## config.mk

```make
export PLATFORM = sky130hd
export DESIGN_NAME = byte_dot_acc
export DESIGN_NICKNAME = d
export VERILOG_FILES = /design/src/rtl/bdot_pkg.sv /design/src/rtl/bdot_lane_mul.sv /design/src/rtl/bdot_sum_tree.sv /design/src/rtl/bdot_pipe_reg.sv /design/src/rtl/byte_dot_acc.sv
export SDC_FILE = /design/constraint.sdc
export NUM_CORES = 1
export LEC_CHECK = 0
export ABC_AREA = 1
export BUFFER_PORTS_ARGS = -buffer_cell sky130_fd_sc_hd__buf_4
export CAP_MARGIN = 20
export CORE_MARGIN = 3
export CORE_UTILIZATION = 58
export DETAILED_ROUTE_END_ITERATION = 10
export HOLD_SLACK_MARGIN = 0.1
export PLACE_DENSITY_LB_ADDON = 0.08
export REMOVE_ABC_BUFFERS = 1
export SLEW_MARGIN = 20
export SYNTH_ARGS = -nofsm -noshare
export SYNTH_HDL_FRONTEND = slang
export SYNTH_SLANG_ARGS = --single-unit
export TNS_END_PERCENT = 5
```

## constraint.sdc

```tcl
create_clock -name clk -period 4.97 [get_ports clk]
set_input_delay 0.7455 -clock clk [delete_from_list [all_inputs] [get_ports clk]]
set_output_delay 0.7455 -clock clk [all_outputs]
set_load 0.05 [all_outputs]
```

## src/rtl/bdot_pkg.sv

```systemverilog
`timescale 1ns/1ps
// Package bdot_pkg
// Purpose : Default geometry and a few shared helpers for the byte
//           dot-product accumulator.
// Assumes : The product width derived here fits inside the accumulator.
package bdot_pkg;

    localparam int DEF_LANES  = 4;
    localparam int DEF_LANE_W = 8;
    localparam int DEF_ACC_W  = 32;

    // Width of one lane product: each operand widened by one bit for the sign.
    function automatic int prod_width(input int lane_w);
        return 2 * lane_w + 2;
    endfunction

    // Signedness selection for one operation.
    typedef struct packed {
        logic a_sgn;
        logic b_sgn;
    } sign_mode_t;

endpackage

```

## src/rtl/bdot_lane_mul.sv

```systemverilog
`timescale 1ns/1ps
// Module  : bdot_lane_mul
// Purpose : Multiplies one lane of each source. Each operand is read as
//           signed or unsigned according to its own control bit. The
//           product is sign-extended to the accumulator width.
// Assumes : OUT_W >= 2*LANE_W+2; purely combinational.
module bdot_lane_mul #(
    parameter int LANE_W = 8,
    parameter int OUT_W  = 32
) (
    input  logic [LANE_W-1:0] a_lane,
    input  logic [LANE_W-1:0] b_lane,
    input  logic              a_sgn,
    input  logic              b_sgn,
    output logic [OUT_W-1:0]  prod
);
    localparam int EXT_W  = LANE_W + 1;
    localparam int PROD_W = 2 * LANE_W + 2;
    localparam int PAD_W  = OUT_W - PROD_W;

    logic signed [EXT_W-1:0]  a_ext;
    logic signed [EXT_W-1:0]  b_ext;
    logic signed [PROD_W-1:0] p_raw;

    // Widen each lane by one bit: copy the top bit when signed, else a zero.
    always_comb begin
        a_ext = {a_sgn & a_lane[LANE_W-1], a_lane};
        b_ext = {b_sgn & b_lane[LANE_W-1], b_lane};
    end

    // Signed multiply of the widened lanes; the result width is exact.
    always_comb begin
        p_raw = PROD_W'(a_ext) * PROD_W'(b_ext);
    end

    // Sign-extend the product to the accumulator width.
    generate
        if (PAD_W > 0) begin : g_pad
            assign prod = {{PAD_W{p_raw[PROD_W-1]}}, p_raw};
        end else begin : g_nopad
            assign prod = p_raw[OUT_W-1:0];
        end
    endgenerate

endmodule

```

## src/rtl/bdot_sum_tree.sv

```systemverilog
`timescale 1ns/1ps
// Module  : bdot_sum_tree
// Purpose : Adds N terms to a base value, wrapping modulo 2^W. With a
//           power-of-two N it uses a balanced tree; otherwise it uses a
//           linear chain.
// Assumes : Purely combinational; terms are already extended to W bits.
module bdot_sum_tree #(
    parameter int N = 4,
    parameter int W = 32
) (
    input  logic [N-1:0][W-1:0] terms,
    input  logic [W-1:0]        base,
    output logic [W-1:0]        total
);
    localparam bit POW2 = (N > 1) && ((N & (N - 1)) == 0);

    generate
        if (POW2) begin : g_tree
            localparam int LVL = $clog2(N);
            // Node storage: level l holds N>>l partial sums.
            logic [LVL:0][N-1:0][W-1:0] node;
            assign node[0] = terms;
            for (genvar l = 1; l <= LVL; l++) begin : g_lvl
                for (genvar j = 0; j < N; j++) begin : g_node
                    if (j < (N >> l)) begin : g_add
                        // Pairwise addition of the level below.
                        assign node[l][j] = node[l-1][2*j] + node[l-1][2*j+1];
                    end else begin : g_zero
                        assign node[l][j] = '0;
                    end
                end
            end
            // Fold the reduced products into the base.
            assign total = base + node[LVL][0];
        end else begin : g_chain
            // Linear accumulation for lane counts that are not a power of two.
            always_comb begin
                total = base;
                for (int i = 0; i < N; i++) begin
                    total = total + terms[i];
                end
            end
        end
    endgenerate

endmodule

```

## src/rtl/bdot_pipe_reg.sv

```systemverilog
`timescale 1ns/1ps
// Module  : bdot_pipe_reg
// Purpose : Pipeline register with a load enable; it clears to zero on a
//           synchronous active-low reset.
// Assumes : Holds its value whenever en is low.
module bdot_pipe_reg #(
    parameter int W = 32
) (
    input  logic         clk,
    input  logic         rst_n,
    input  logic         en,
    input  logic [W-1:0] d,
    output logic [W-1:0] q
);
    // Capture d on enable; reset wins over enable.
    always_ff @(posedge clk) begin
        if (!rst_n)  q <= '0;
        else if (en) q <= d;
    end
endmodule

```

## src/rtl/byte_dot_acc.sv

```systemverilog
`timescale 1ns/1ps
// Module  : byte_dot_acc
// Purpose : Four-lane byte dot product added into a 32-bit running sum.
//           Each source has its own signedness. Stage 1 registers the
//           extended lane products and acc_in; stage 2 reduces them and
//           registers the sum. The latency is two cycles and an operation
//           can enter every cycle.
// Assumes : Synchronous active-low reset; the sum wraps modulo 2^ACC_W.
module byte_dot_acc #(
    parameter int LANES  = bdot_pkg::DEF_LANES,
    parameter int LANE_W = bdot_pkg::DEF_LANE_W,
    parameter int ACC_W  = bdot_pkg::DEF_ACC_W
) (
    input  logic                    clk,
    input  logic                    rst_n,
    input  logic                    in_valid,
    input  logic                    a_signed,
    input  logic                    b_signed,
    input  logic [LANES*LANE_W-1:0] src_a,
    input  logic [LANES*LANE_W-1:0] src_b,
    input  logic [ACC_W-1:0]        acc_in,
    output logic                    out_valid,
    output logic [ACC_W-1:0]        acc_out
);
    localparam int S1_W = LANES * ACC_W + ACC_W;

    bdot_pkg::sign_mode_t mode;
    logic [LANES-1:0][ACC_W-1:0] prod_c;
    logic [LANES-1:0][ACC_W-1:0] prod_q;
    logic [ACC_W-1:0]            acc_q;
    logic [S1_W-1:0]             s1_d;
    logic [S1_W-1:0]             s1_q;
    logic                        s1_valid;
    logic [ACC_W-1:0]            sum_c;

    // Group the two signedness controls.
    assign mode = '{a_sgn: a_signed, b_sgn: b_signed};

    // One multiplier per lane pair.
    generate
        for (genvar i = 0; i < LANES; i++) begin : g_lane
            bdot_lane_mul #(.LANE_W(LANE_W), .OUT_W(ACC_W)) mul_i (
                .a_lane (src_a[i*LANE_W +: LANE_W]),
                .b_lane (src_b[i*LANE_W +: LANE_W]),
                .a_sgn  (mode.a_sgn),
                .b_sgn  (mode.b_sgn),
                .prod   (prod_c[i])
            );
        end
    endgenerate

    // Stage 1 data: the extended products and the incoming sum.
    assign s1_d = {prod_c, acc_in};

    bdot_pipe_reg #(.W(S1_W)) s1_data_i (
        .clk (clk), .rst_n (rst_n), .en (in_valid), .d (s1_d), .q (s1_q)
    );

    bdot_pipe_reg #(.W(1)) s1_vld_i (
        .clk (clk), .rst_n (rst_n), .en (1'b1), .d (in_valid), .q (s1_valid)
    );

    // Split the stage-1 register back into its fields.
    assign prod_q = s1_q[S1_W-1:ACC_W];
    assign acc_q  = s1_q[ACC_W-1:0];

    // Reduce the products and fold them into the sum.
    bdot_sum_tree #(.N(LANES), .W(ACC_W)) sum_i (
        .terms (prod_q), .base (acc_q), .total (sum_c)
    );

    // Stage 2: the result register holds its value between valid results.
    bdot_pipe_reg #(.W(ACC_W)) s2_data_i (
        .clk (clk), .rst_n (rst_n), .en (s1_valid), .d (sum_c), .q (acc_out)
    );

    bdot_pipe_reg #(.W(1)) s2_vld_i (
        .clk (clk), .rst_n (rst_n), .en (1'b1), .d (s1_valid), .q (out_valid)
    );

endmodule

```

==> results of run 1 <==
metal layers:
layer / vias to the layer above / wire length [µm] / global-route usage
li1: 9259 / - / -
met1: 9016 / 23900 / 0.368
met2: 414 / 25400 / 0.462
met3: 79 / 2390 / 0.0260
met4: 4 / 1080 / 0.0599
met5: - / 31 / 0
logic make-up after synthesis:
family / share of synthesized area
AOI/OAI and AO/OA: 0.0673
xor gates and xnor gates: 0.0231
adders and majority gates: 0.435
buffers and inverters: 0.157
DFF: 0.123
and+or+nand+nor: 0.194
what timing repair did:
| action | 4_1_cts | 5_1_grt |
|---|---|---|
| endpoints found under the setup margin | 0 | 32 |
| setup buffers | 0 | 1 |
| resized for setup | 0 | 38 |
where the power goes:
group | switching, W | total (W) | internal (W)
registers | 0.000183 | 0.00158 | 0.00140
logic | 0.00926 | 0.0153 | 0.00602
clock network | 0.000630 | 0.00131 | 0.000685
total | 0.0101 | 0.0182 | 0.00810
cell type report:
cell class / count / area, µm²
clock buffer: 17 / 425
inverter: 825 / 3100
multi-input combinational: 1964 / 16200
tap: 511 / 639
clock inverter: 15 / 199
fill: 3420 / 12400
sequential: 138 / 2760
timing repair buffer: 277 / 2080
layout by cell type (no fill, tap or decap), types with 4 or more instances in the layout:
master	Yosys	routed
clkbuf_16	0	17
a21oi_1	122	114
nor3_1	6	4
nor2_1	210	206
ha_1	183	181
nand4_1	12	12
nand2_2	14	18
clkinv_8	0	8
buf_4	0	276
and2_1	4	4
o21bai_1	9	9
nor2_2	4	8
xor2_1	32	32
nand2_1	672	668
nand3_1	105	105
or2_2	6	6
inv_1	819	814
a21o_1	6	6
o211ai_1	8	8
o21ai_0	132	126
xnor2_1	27	27
nor3_2	4	6
a31oi_1	6	6
fa_2	0	5
inv_2	6	10
o21ai_1	2	8
fa_1	373	368
a21oi_2	1	9
nand3b_1	11	11
dfxtp_1	138	138
worst max-delay path, stage by stage:
cell	delay (ns)
buf_4	0.18
nand2_1	0.11
inv_2	0.10
nand2_1	0.10
buf_4	0.16
fa_1	0.52
buf_4	0.17
fa_2	0.59
fa_1	0.44
fa_1	0.49
inv_1	0.04
ha_1	0.27
ha_1	0.31
inv_1	0.12
o21ai_0	0.13
a21oi_1	0.14
nand2_1	0.06
nor2_1	0.16
inv_1	0.06
nand2_1	0.06
nand3_1	0.06
nand2_1	0.08
inv_1	0.03
how the worst max path moves through the flow:
stage | end | slack (ns)
after CTS | s1_data_i.q[95] | 0.1
after global placement | s1_data_i.q[95] | -0.28
after global routing | s1_data_i.q[95] | -0.04
after floorplan | s1_data_i.q[95] | 0.07
final | s1_data_i.q[95] | 0.17
after detailed placement | s1_data_i.q[95] | -0.36
through the flow:
stage / TNS [ns] / hold slack, ns
2_1_floorplan: 0 / 0.449
3_5_place_dp: -9.52 / 0.468
3_3_place_gp: -6.60 / 0.466
4_1_cts: 0 / 0.488
6_report: 0 / 0.490
5_1_grt: -0.177 / 0.519
state kept, by name (all words and copies together), names as in the netlist:
signal and cells:
s1_data_i.q 104, s2_vld_i.q 1, s2_data_i.q 32, s1_vld_i.q 1
==> flow_summary.yaml, run 1 <==
status:
  outcome: "completed"
floorplanning:
  design.core.area_mm2: 0.0378
  die_h_um: 203
  io_pins: 134
  rows: 71
  die_area_mm2: 0.0410
  initial_core_util: 0.592
  fp.dieW_um: 203
hold_path:
  hp-start: "s1_data_i.q[42]"
  whs_path_depth: 2
  hold_end: "s1_data_i.q[42]"
  hold_path_class: "register to register"
grt:
  grt_antenna_before_repair: 2
  grt_overflow: 0
  grt_pass1_wl_um: 91000
  grt_pass1_vias: 19400
  grt_max_degree: 70
  grt_usage: 0.267
setup_path:
  r2r_setup_slack_ns: 1.04
  arrival_ns: 5.14
  crit_type: "input port to register"
  reg2reg_depth: 18
  r2r-end: "s2_data_i.q[25]"
  critPathLaunchType: "input port"
  crit_fanout: 5
  reg2reg_from: "s1_data_i.q[33]"
  required_ns: 5.31
  startpoint: "a_signed"
  worstSetupEndpointType: "register"
yosys:
  synth_edf_count: 0
  synth-seq-area-share: 0.123
  yosys.cell_types.count: 38
  synth_top_area_share: 0.333
  netlist_area_mm2: 0.0224
  synth_area_per_cell_um2: 7.38
  ys_ff_latch: 138
  yosys.area.top_type: "fa_1"
  syn_inst: 3035
  synthFlopType: "dfxtp_1"
  synth_common_cells: "inv_1, nand2_1, fa_1"
  async_reset_ff_frac: 0
  synthesis.yosys.warnings: 0
  synth_most_common_cell: "inv_1"
  synth_area_leaders: "fa_1, inv_1, dfxtp_1, nand2_1, ha_1"
routing:
  viasPerCell: 5.01
  routed-via-count: 18800
  drt_iter0_drc: 1002
  drc_errors: 0
  wirelength_um: 52800
  antenna_left: 0
  dr.pass1.iters: 6
  wl_per_cell_um: 14.1
placement:
  dp_hpwl_um: 44700
  placed_cells: 3714
  preCtsSetupSlack_ns: -0.358
  port_buffers: 133
  place.gp.congestion: 0.906
  place_area_mm2: 0.0247
clocking:
  cts_tree: "built"
  htree_levels: 4
  numCtsBuffers: 17
  worstSkewPairLatency_ns: 0.44
  cts_sinks: 138
  cts_hold_buf: 0
  clkTransAtPathRegs_ns: 0.07
  clockRootBuffer: "clkbuf_16"
  cts_buffer_depth: 2
power:
  fin_total_pwr_w: 0.0182
  power_density_mw_per_mm2: 715
  p_leak_nw: 14.9
  ir_worst_vdd_mv: 0.536
timing:
  finalSetupViolCount: 0
  slew_headroom: 0.368
  tightest_slew_ns: 0.947
  finalCritPeriodShare: 0.966
  fin_skew_ns: 0.0139
  finalMaxSlewViolations: 0
  min_period_ns: 4.80
  clock.fmax_mhz: 208
  worst_slack_ns: 0.171
  finalHoldViolations: 0
  rsz0062_at_grt: "true"
run:
  max_cap_viol_count: 0
finish:
  fin_util: 0.672
  design_area_mm2: 0.0254
  syn2layout_area_growth_pct: 13.5
  drive_above_1_share: 0.118
  layout.cells.non_filler: 3747
  fin_nets: 3880
  antenna_cells: 0
Power figures use the tool's default switching activity.
==> inputs of run 2 (changes only) <==
ABC_AREA = unset   (was 1)
==> run 2 against run 1 <==
  * Clock-buffer cell count is 1 higher
  * Clock skew is essentially flat
  * Synthesized cell count shrank 24%
  * Maximum frequency fell by 3.0%
  * Routed wire length down 9.1%
  * Cell area shrank 3.1%
  * Core utilization rose by 3.1 points
  * Largest power group unchanged
  * Register-to-register slack worse by 0.69 ns
==> flow_summary.yaml, run 2 <==
status:
  outcome: "completed"
yosys:
  syn_inst: 2307
  synth_area_leaders: "fa_1, dfxtp_1, ha_1, inv_1, mux2i_1"
  yosys.area.top_type: "fa_1"
  yosys.cell_types.count: 68
  netlist_area_mm2: 0.0209
  async_reset_ff_frac: 0
  synthFlopType: "dfxtp_1"
  synth_top_area_share: 0.358
  synth-adder-area-share: 0.467
  synth_compound_area_frac: 0.0720
  synth-xor-area-share: 0.0361
  synthMuxAreaShare: 0.0427
  synth_area_per_cell_um2: 9.05
  synth_common_cells: "inv_1, fa_1, nand2_1"
  synth-simple-area-share: 0.145
  synth_top_family_by_area: "adder cells"
  synth_most_common_cell: "inv_1"
  synthesis.yosys.warnings: 0
  synth-seq-area-share: 0.132
  synth_edf_count: 0
  ys_ff_latch: 138
routing:
  wirelength_um: 48000
  wl_per_cell_um: 15.7
  routed-via-count: 16100
  dr.pass1.iters: 5
  viasPerCell: 5.26
  antenna_left: 0
  drt_iter0_drc: 702
  drc_errors: 0
hold_path:
  hold_path_class: "register to register"
finish:
  drive_above_1_share: 0.173
  syn2layout_area_growth_pct: 18.0
  final_cell_mix: "inv_1, fa_1, buf_4"
  final_common_cell: "inv_1"
  largest_register: "s1_data_i.q"
  layout.cells.non_filler: 3068
  fin_nets: 3258
  fin_util: 0.703
  reg.largest.list: "s1_data_i.q x104, s2_data_i.q x32"
  largest_reg_flops: 104
  antenna_cells: 0
placement:
  placed_cells: 3036
  dp_hpwl_um: 40400
  port_buffers: 133
  place.gp.congestion: 0.933
timing:
  min_period_ns: 4.95
  finalCritPeriodShare: 0.995
  slew_headroom: 0.485
  tightest_slew_ns: 0.771
  finalHoldViolations: 0
  fin_skew_ns: 0.0137
  finalSetupViolCount: 0
  finalMaxSlewViolations: 0
  rsz0062_at_grt: "true"
  clock.fmax_mhz: 202
setup_path:
  crit_type: "input port to register"
  critPathLaunchType: "input port"
  arrival_ns: 5.31
  reg2reg_from: "s1_data_i.q[11]"
  r2r_setup_slack_ns: 0.35
  startpoint: "b_signed"
  required_ns: 5.33
  crit_fanout: 4
  crit_end: "s1_data_i.q[145]"
  r2r-end: "s2_data_i.q[20]"
  reg2reg_depth: 16
  worstSetupEndpointType: "register"
clocking:
  cts_sinks: 138
  htree_levels: 4
  cts_buffer_depth: 2
  cts_tree: "built"
  clockRootBuffer: "clkbuf_16"
  numCtsBuffers: 17
  worstSkewPairLatency_ns: 0.43
  clkTransAtPathRegs_ns: 0.06
floorplanning:
  fp.dieW_um: 196
  initial_core_util: 0.596
  io_pins: 134
  die_h_um: 196
  design.core.area_mm2: 0.0351
  rows: 68
  die_area_mm2: 0.0383
grt:
  grt_max_degree: 46
  grt_usage: 0.260
  grt_pass1_wl_um: 81900
  grt_overflow: 0
  grt_antenna_before_repair: 2
  grt_pass1_vias: 17200
run:
  max_cap_viol_count: 0
power:
  ir_worst_vdd_mv: 0.766
  power_density_mw_per_mm2: 611
  p_leak_nw: 12.8
## run 2: changes by cell type after synthesis, sizes merged, moves of 15 or more
cell	change
nand3	-73
clkbuf	-15
and2	+116
or3	+16
a21oi	-59
inv	-334
xnor2	+39
nor2	-65
o21ai	-89
nand2	-471
mux2i	+89
## run 2: cell type report
| class | instances | area, µm² |
|---|---|---|
| clock buffer | 18 | 429 |
| clock inverter | 13 | 193 |
| fill | 2804 | 10400 |
| inverter | 492 | 1850 |
| multi-input combinational | 1587 | 16100 |
| sequential | 138 | 2760 |
| tap | 455 | 569 |
| timing repair buffer | 365 | 2760 |
## run 2: cell families (layout without fill, tap and decap cells)
family | count (synthesis) | after routing
xor gates and xnor gates | 86 | 86
muxes | 89 | 89
buffers and inverters | 582 | 888
and+or+nand+nor | 634 | 634
adders and majority gates | 556 | 556
AOI/OAI and AO/OA | 222 | 222
DFF | 138 | 138
## run 2: worst min-delay path by stage
stage / from / to / cells after the start
3_5_place_dp: s1_data_i.q[77] / s1_data_i.q[77] / 2
2_1_floorplan: s1_data_i.q[141] / s1_data_i.q[141] / 2
3_3_place_gp: s1_data_i.q[45] / s1_data_i.q[45] / 2
6_report: s1_data_i.q[77] / s1_data_i.q[77] / 2
5_1_grt: s2_data_i.q[26] / s2_data_i.q[26] / 2
4_1_cts: s1_data_i.q[77] / s1_data_i.q[77] / 2
## run 2: layer usage
metal | GRT usage | vias to the layer above | part of all wire
met5 | 0 | - | 0.00060
met3 | 0.0426 | 69 | 0.045
li1 | - | 7703 | -
met2 | 0.440 | 331 | 0.49
met1 | 0.349 | 8041 | 0.44
met4 | 0.0700 | 4 | 0.025
## run 2: repair_timing
| action | 4_1_cts | 5_1_grt |
|---|---|---|
| setup endpoints to repair | 9 | 25 |
| pin swaps | 8 | 17 |
| setup buffers | 1 | 0 |
| hold buffers | 0 | 0 |
| gates resized for setup | 14 | 33 |
## run 2: stage by stage
stage               cell area [µm²]  total power [W]  hold WS, ns  setup slack [ns]  setup TNS [ns]
floorplan                     20500          0.00986        0.445            -0.325           -1.82
detailed placement            23900           0.0134        0.466            -0.607          -11.87
global route                  24600           0.0167        0.490            -0.140          -0.588
CTS                           24500           0.0149        0.475           0.00629               0
global placement              23900           0.0131        0.465            -0.540           -9.92
finish                        24600           0.0151        0.477            0.0246               0
## run 2: power breakdown
| part | internal, W | total (W) | switching [W] |
|---|---|---|---|
| registers | 0.00136 | 0.00158 | 0.000222 |
| clock network | 0.000844 | 0.00137 | 0.000528 |
| logic | 0.00561 | 0.0121 | 0.00649 |
## run 2: worst max-delay path, stage by stage
cell      delay [ns]
buf_12          0.13
nand2_1         0.07
or2_2           0.28
fa_1            0.45
fa_1            0.49
inv_1           0.05
fa_1            0.47
fa_1            0.49
inv_1           0.05
fa_1            0.50
inv_1           0.06
ha_4            0.27
o21ai_2         0.06
a21oi_2         0.16
o211ai_1        0.15
a21oi_2         0.21
nor4_1          0.09
or4_1           0.51
nand3_1         0.08
==> inputs of run 3 (changes only) <==
BUFFER_PORTS_ARGS = -buffer_cell sky130_fd_sc_hd__buf_2   (was -buffer_cell sky130_fd_sc_hd__buf_4)
REMOVE_ABC_BUFFERS = unset   (was 1)
==> run 3 against run 2 <==
  * Register-to-register slack improved by 0.11 ns
  * Non-clock buffer count fell by 6
  * Routed wire length is 0.73% higher
  * Largest cell class unchanged
  * Largest power group unchanged
==> flow_summary.yaml, run 3 (synthesis gave the netlist of run 2 again) <==
clocking:
  clockRootBuffer: "clkbuf_16"
  cts_hold_buf: 0
  cts_buffer_depth: 2
  clkTransAtPathRegs_ns: 0.07
  cts_sinks: 138
  worstSkewPairLatency_ns: 0.43
  htree_levels: 4
  numCtsBuffers: 17
  postCtsSetupRepairBufs: 0
  cts_tree: "built"
routing:
  drt_iter0_drc: 649
  routed-via-count: 16000
  wirelength_um: 48400
  wl_per_cell_um: 15.8
  antenna_left: 0
  viasPerCell: 5.22
  drc_errors: 0
  dr.pass1.iters: 7
grt:
  grt_usage: 0.261
  grt_antenna_before_repair: 1
  grt_pass1_vias: 16900
  grt_max_degree: 75
  grt_overflow: 0
  grt_pass1_wl_um: 82000
floorplanning:
  design.core.area_mm2: 0.0351
  die_area_mm2: 0.0383
  rows: 68
  io_pins: 134
  fp.dieW_um: 196
  initial_core_util: 0.596
  die_h_um: 196
setup_path:
  arrival_ns: 5.18
  r2r_setup_slack_ns: 0.46
  crit_top_cell: "fa_1"
  path_cells: "buf_6, buf_12, nand2_8, or2_4, fa_1, fa_1, inv_2, fa_1, fa_1, inv_1, fa_1, inv_2, ha_4, o21ai_2, a21boi_2, o211ai_1, a21oi_2, nor3_2, or3_1, a31oi_1"
  critPathLaunchType: "input port"
  cp_num_buf_inv: 5
  reg2reg_depth: 16
  crit_type: "input port to register"
  crit_family: "adder cells"
  required_ns: 5.33
  reg2reg_from: "s1_data_i.q[11]"
  critical_path.max_stage_delay_ns: 0.53
  crit_fanout: 3
  r2r-end: "s2_data_i.q[24]"
  worstSetupEndpointType: "register"
  cpMaxStageDelayCell: "fa_1"
timing:
  rsz0062_at_grt: "true"
  finalSetupTns_ns: 0
  finalHoldViolations: 0
  slew_headroom: 0.477
  min_period_ns: 4.82
  finalSetupViolCount: 0
  tightest_slew_ns: 0.784
  finalMaxSlewViolations: 0
  fin_skew_ns: 0.00870
  clock.fmax_mhz: 208
  finalCritPeriodShare: 0.969
  hold_slack_ns: 0.468
yosys:
  syn_nets: 2964
power:
  p_leak_nw: 12.7
  power_density_mw_per_mm2: 621
  ir_worst_vdd_mv: 1.12
placement:
  port_buffers: 133
  place.gp.congestion: 0.886
  place_area_mm2: 0.0236
  dp_hpwl_um: 41600
finish:
  final_cell_mix: "inv_1, fa_1, buf_4"
  fillers: 2838
  final_common_cell: "inv_1"
  drive_above_1_share: 0.176
  syn2layout_area_growth_pct: 16.6
  fin_nets: 3252
  design_area_mm2: 0.0244
  largest_register: "s1_data_i.q"
  largest_reg_flops: 104
  reg.largest.list: "s1_data_i.q x104, s2_data_i.q x32"
  antenna_cells: 0
hold_path:
  hp-start: "s2_data_i.q[26]"
  whs_path_depth: 2
  hold_path_class: "register to register"
  hold_end: "s2_data_i.q[26]"
status:
  outcome: "completed"
run:
  max_cap_viol_count: 0
==> run 3: cell types whose count changed in the layout (fill, tap and decap cells not counted), moves of 3 or more <==
| cell | before | now |
|---|---|---|
| clkinv_8 | 0 | 6 |
| buf_4 | 362 | 224 |
| inv_8 | 0 | 6 |
| buf_2 | 0 | 129 |
| nand2_2 | 0 | 3 |
| nand2_1 | 214 | 207 |
| bufinv_16 | 4 | 0 |
| inv_2 | 0 | 3 |
| inv_1 | 491 | 488 |
==> run 3: cell type report <==
cell class / count / area (µm²) / area share
Timing Repair Buffer: 359 / 2410 / 0.0989
Tap cell: 455 / 569 / 0.0234
Multi-Input combinational cell: 1587 / 16200 / 0.663
Sequential cell: 138 / 2760 / 0.113
Clock inverter: 15 / 191 / 0.00786
Inverter: 492 / 1850 / 0.0759
Clock buffer: 17 / 425 / 0.0175
==> run 3: worst max path at each step <==
stage | from | end | slack, ns | cells past startpoint
after floorplan | a_signed | s1_data_i.q[95] | -0.12 | 20
after global placement | b_signed | s1_data_i.q[48] | -0.40 | 19
after detailed placement | a_signed | s1_data_i.q[48] | -0.50 | 19
after CTS | b_signed | s1_data_i.q[95] | 0.02 | 20
after global routing | b_signed | s1_data_i.q[95] | -0.06 | 20
final | b_signed | s1_data_i.q[95] | 0.15 | 20
==> run 3: power breakdown <==
part | total [W] | internal (W) | leakage (nW) | switching [W]
Clock | 0.00131 | 0.000687 | 0.300 | 0.000620
Sequential | 0.00156 | 0.00136 | 1.14 | 0.000201
Combinational | 0.0123 | 0.00561 | 11.3 | 0.00664
==> run 3: per-stage QoR <==
stage	power (W)	setup WS (ns)	cells	utilization
after CTS	0.0151	0.0160	3063	0.692
after global routing	0.0167	-0.0613	3063	0.695
after floorplan	0.0100	-0.123	2307	-
after global placement	0.0134	-0.398	3031	0.674
final	0.0151	0.155	3063	0.695
after detailed placement	0.0136	-0.502	3031	0.674
==> run 3: layer usage <==
layer	up-vias	share of wire	track usage
met5	-	0	0
met1	7923	0.44	0.350
met2	304	0.50	0.459
li1	7695	-	-
met4	0	0.025	0.0673
met3	72	0.035	0.0230
==> run 3: worst register-to-register path, delay by kind of cell, from the launching register on <==
| kind | cells | cell delay, ns |
|---|---|---|
| flops | 1 | 0.34 |
| mux | 1 | 0.19 |
| fa+ha+maj | 4 | 1.88 |
| buf+inv | 4 | 0.24 |
| simple gates | 1 | 0.12 |
| compound gates | 6 | 1.58 |
==> run 3: repair_timing <==
action,CTS,global route
endpoints found under the hold margin,0,0
pin swaps,0,17
endpoints found under the setup margin,6,24
gates resized for setup,2,31
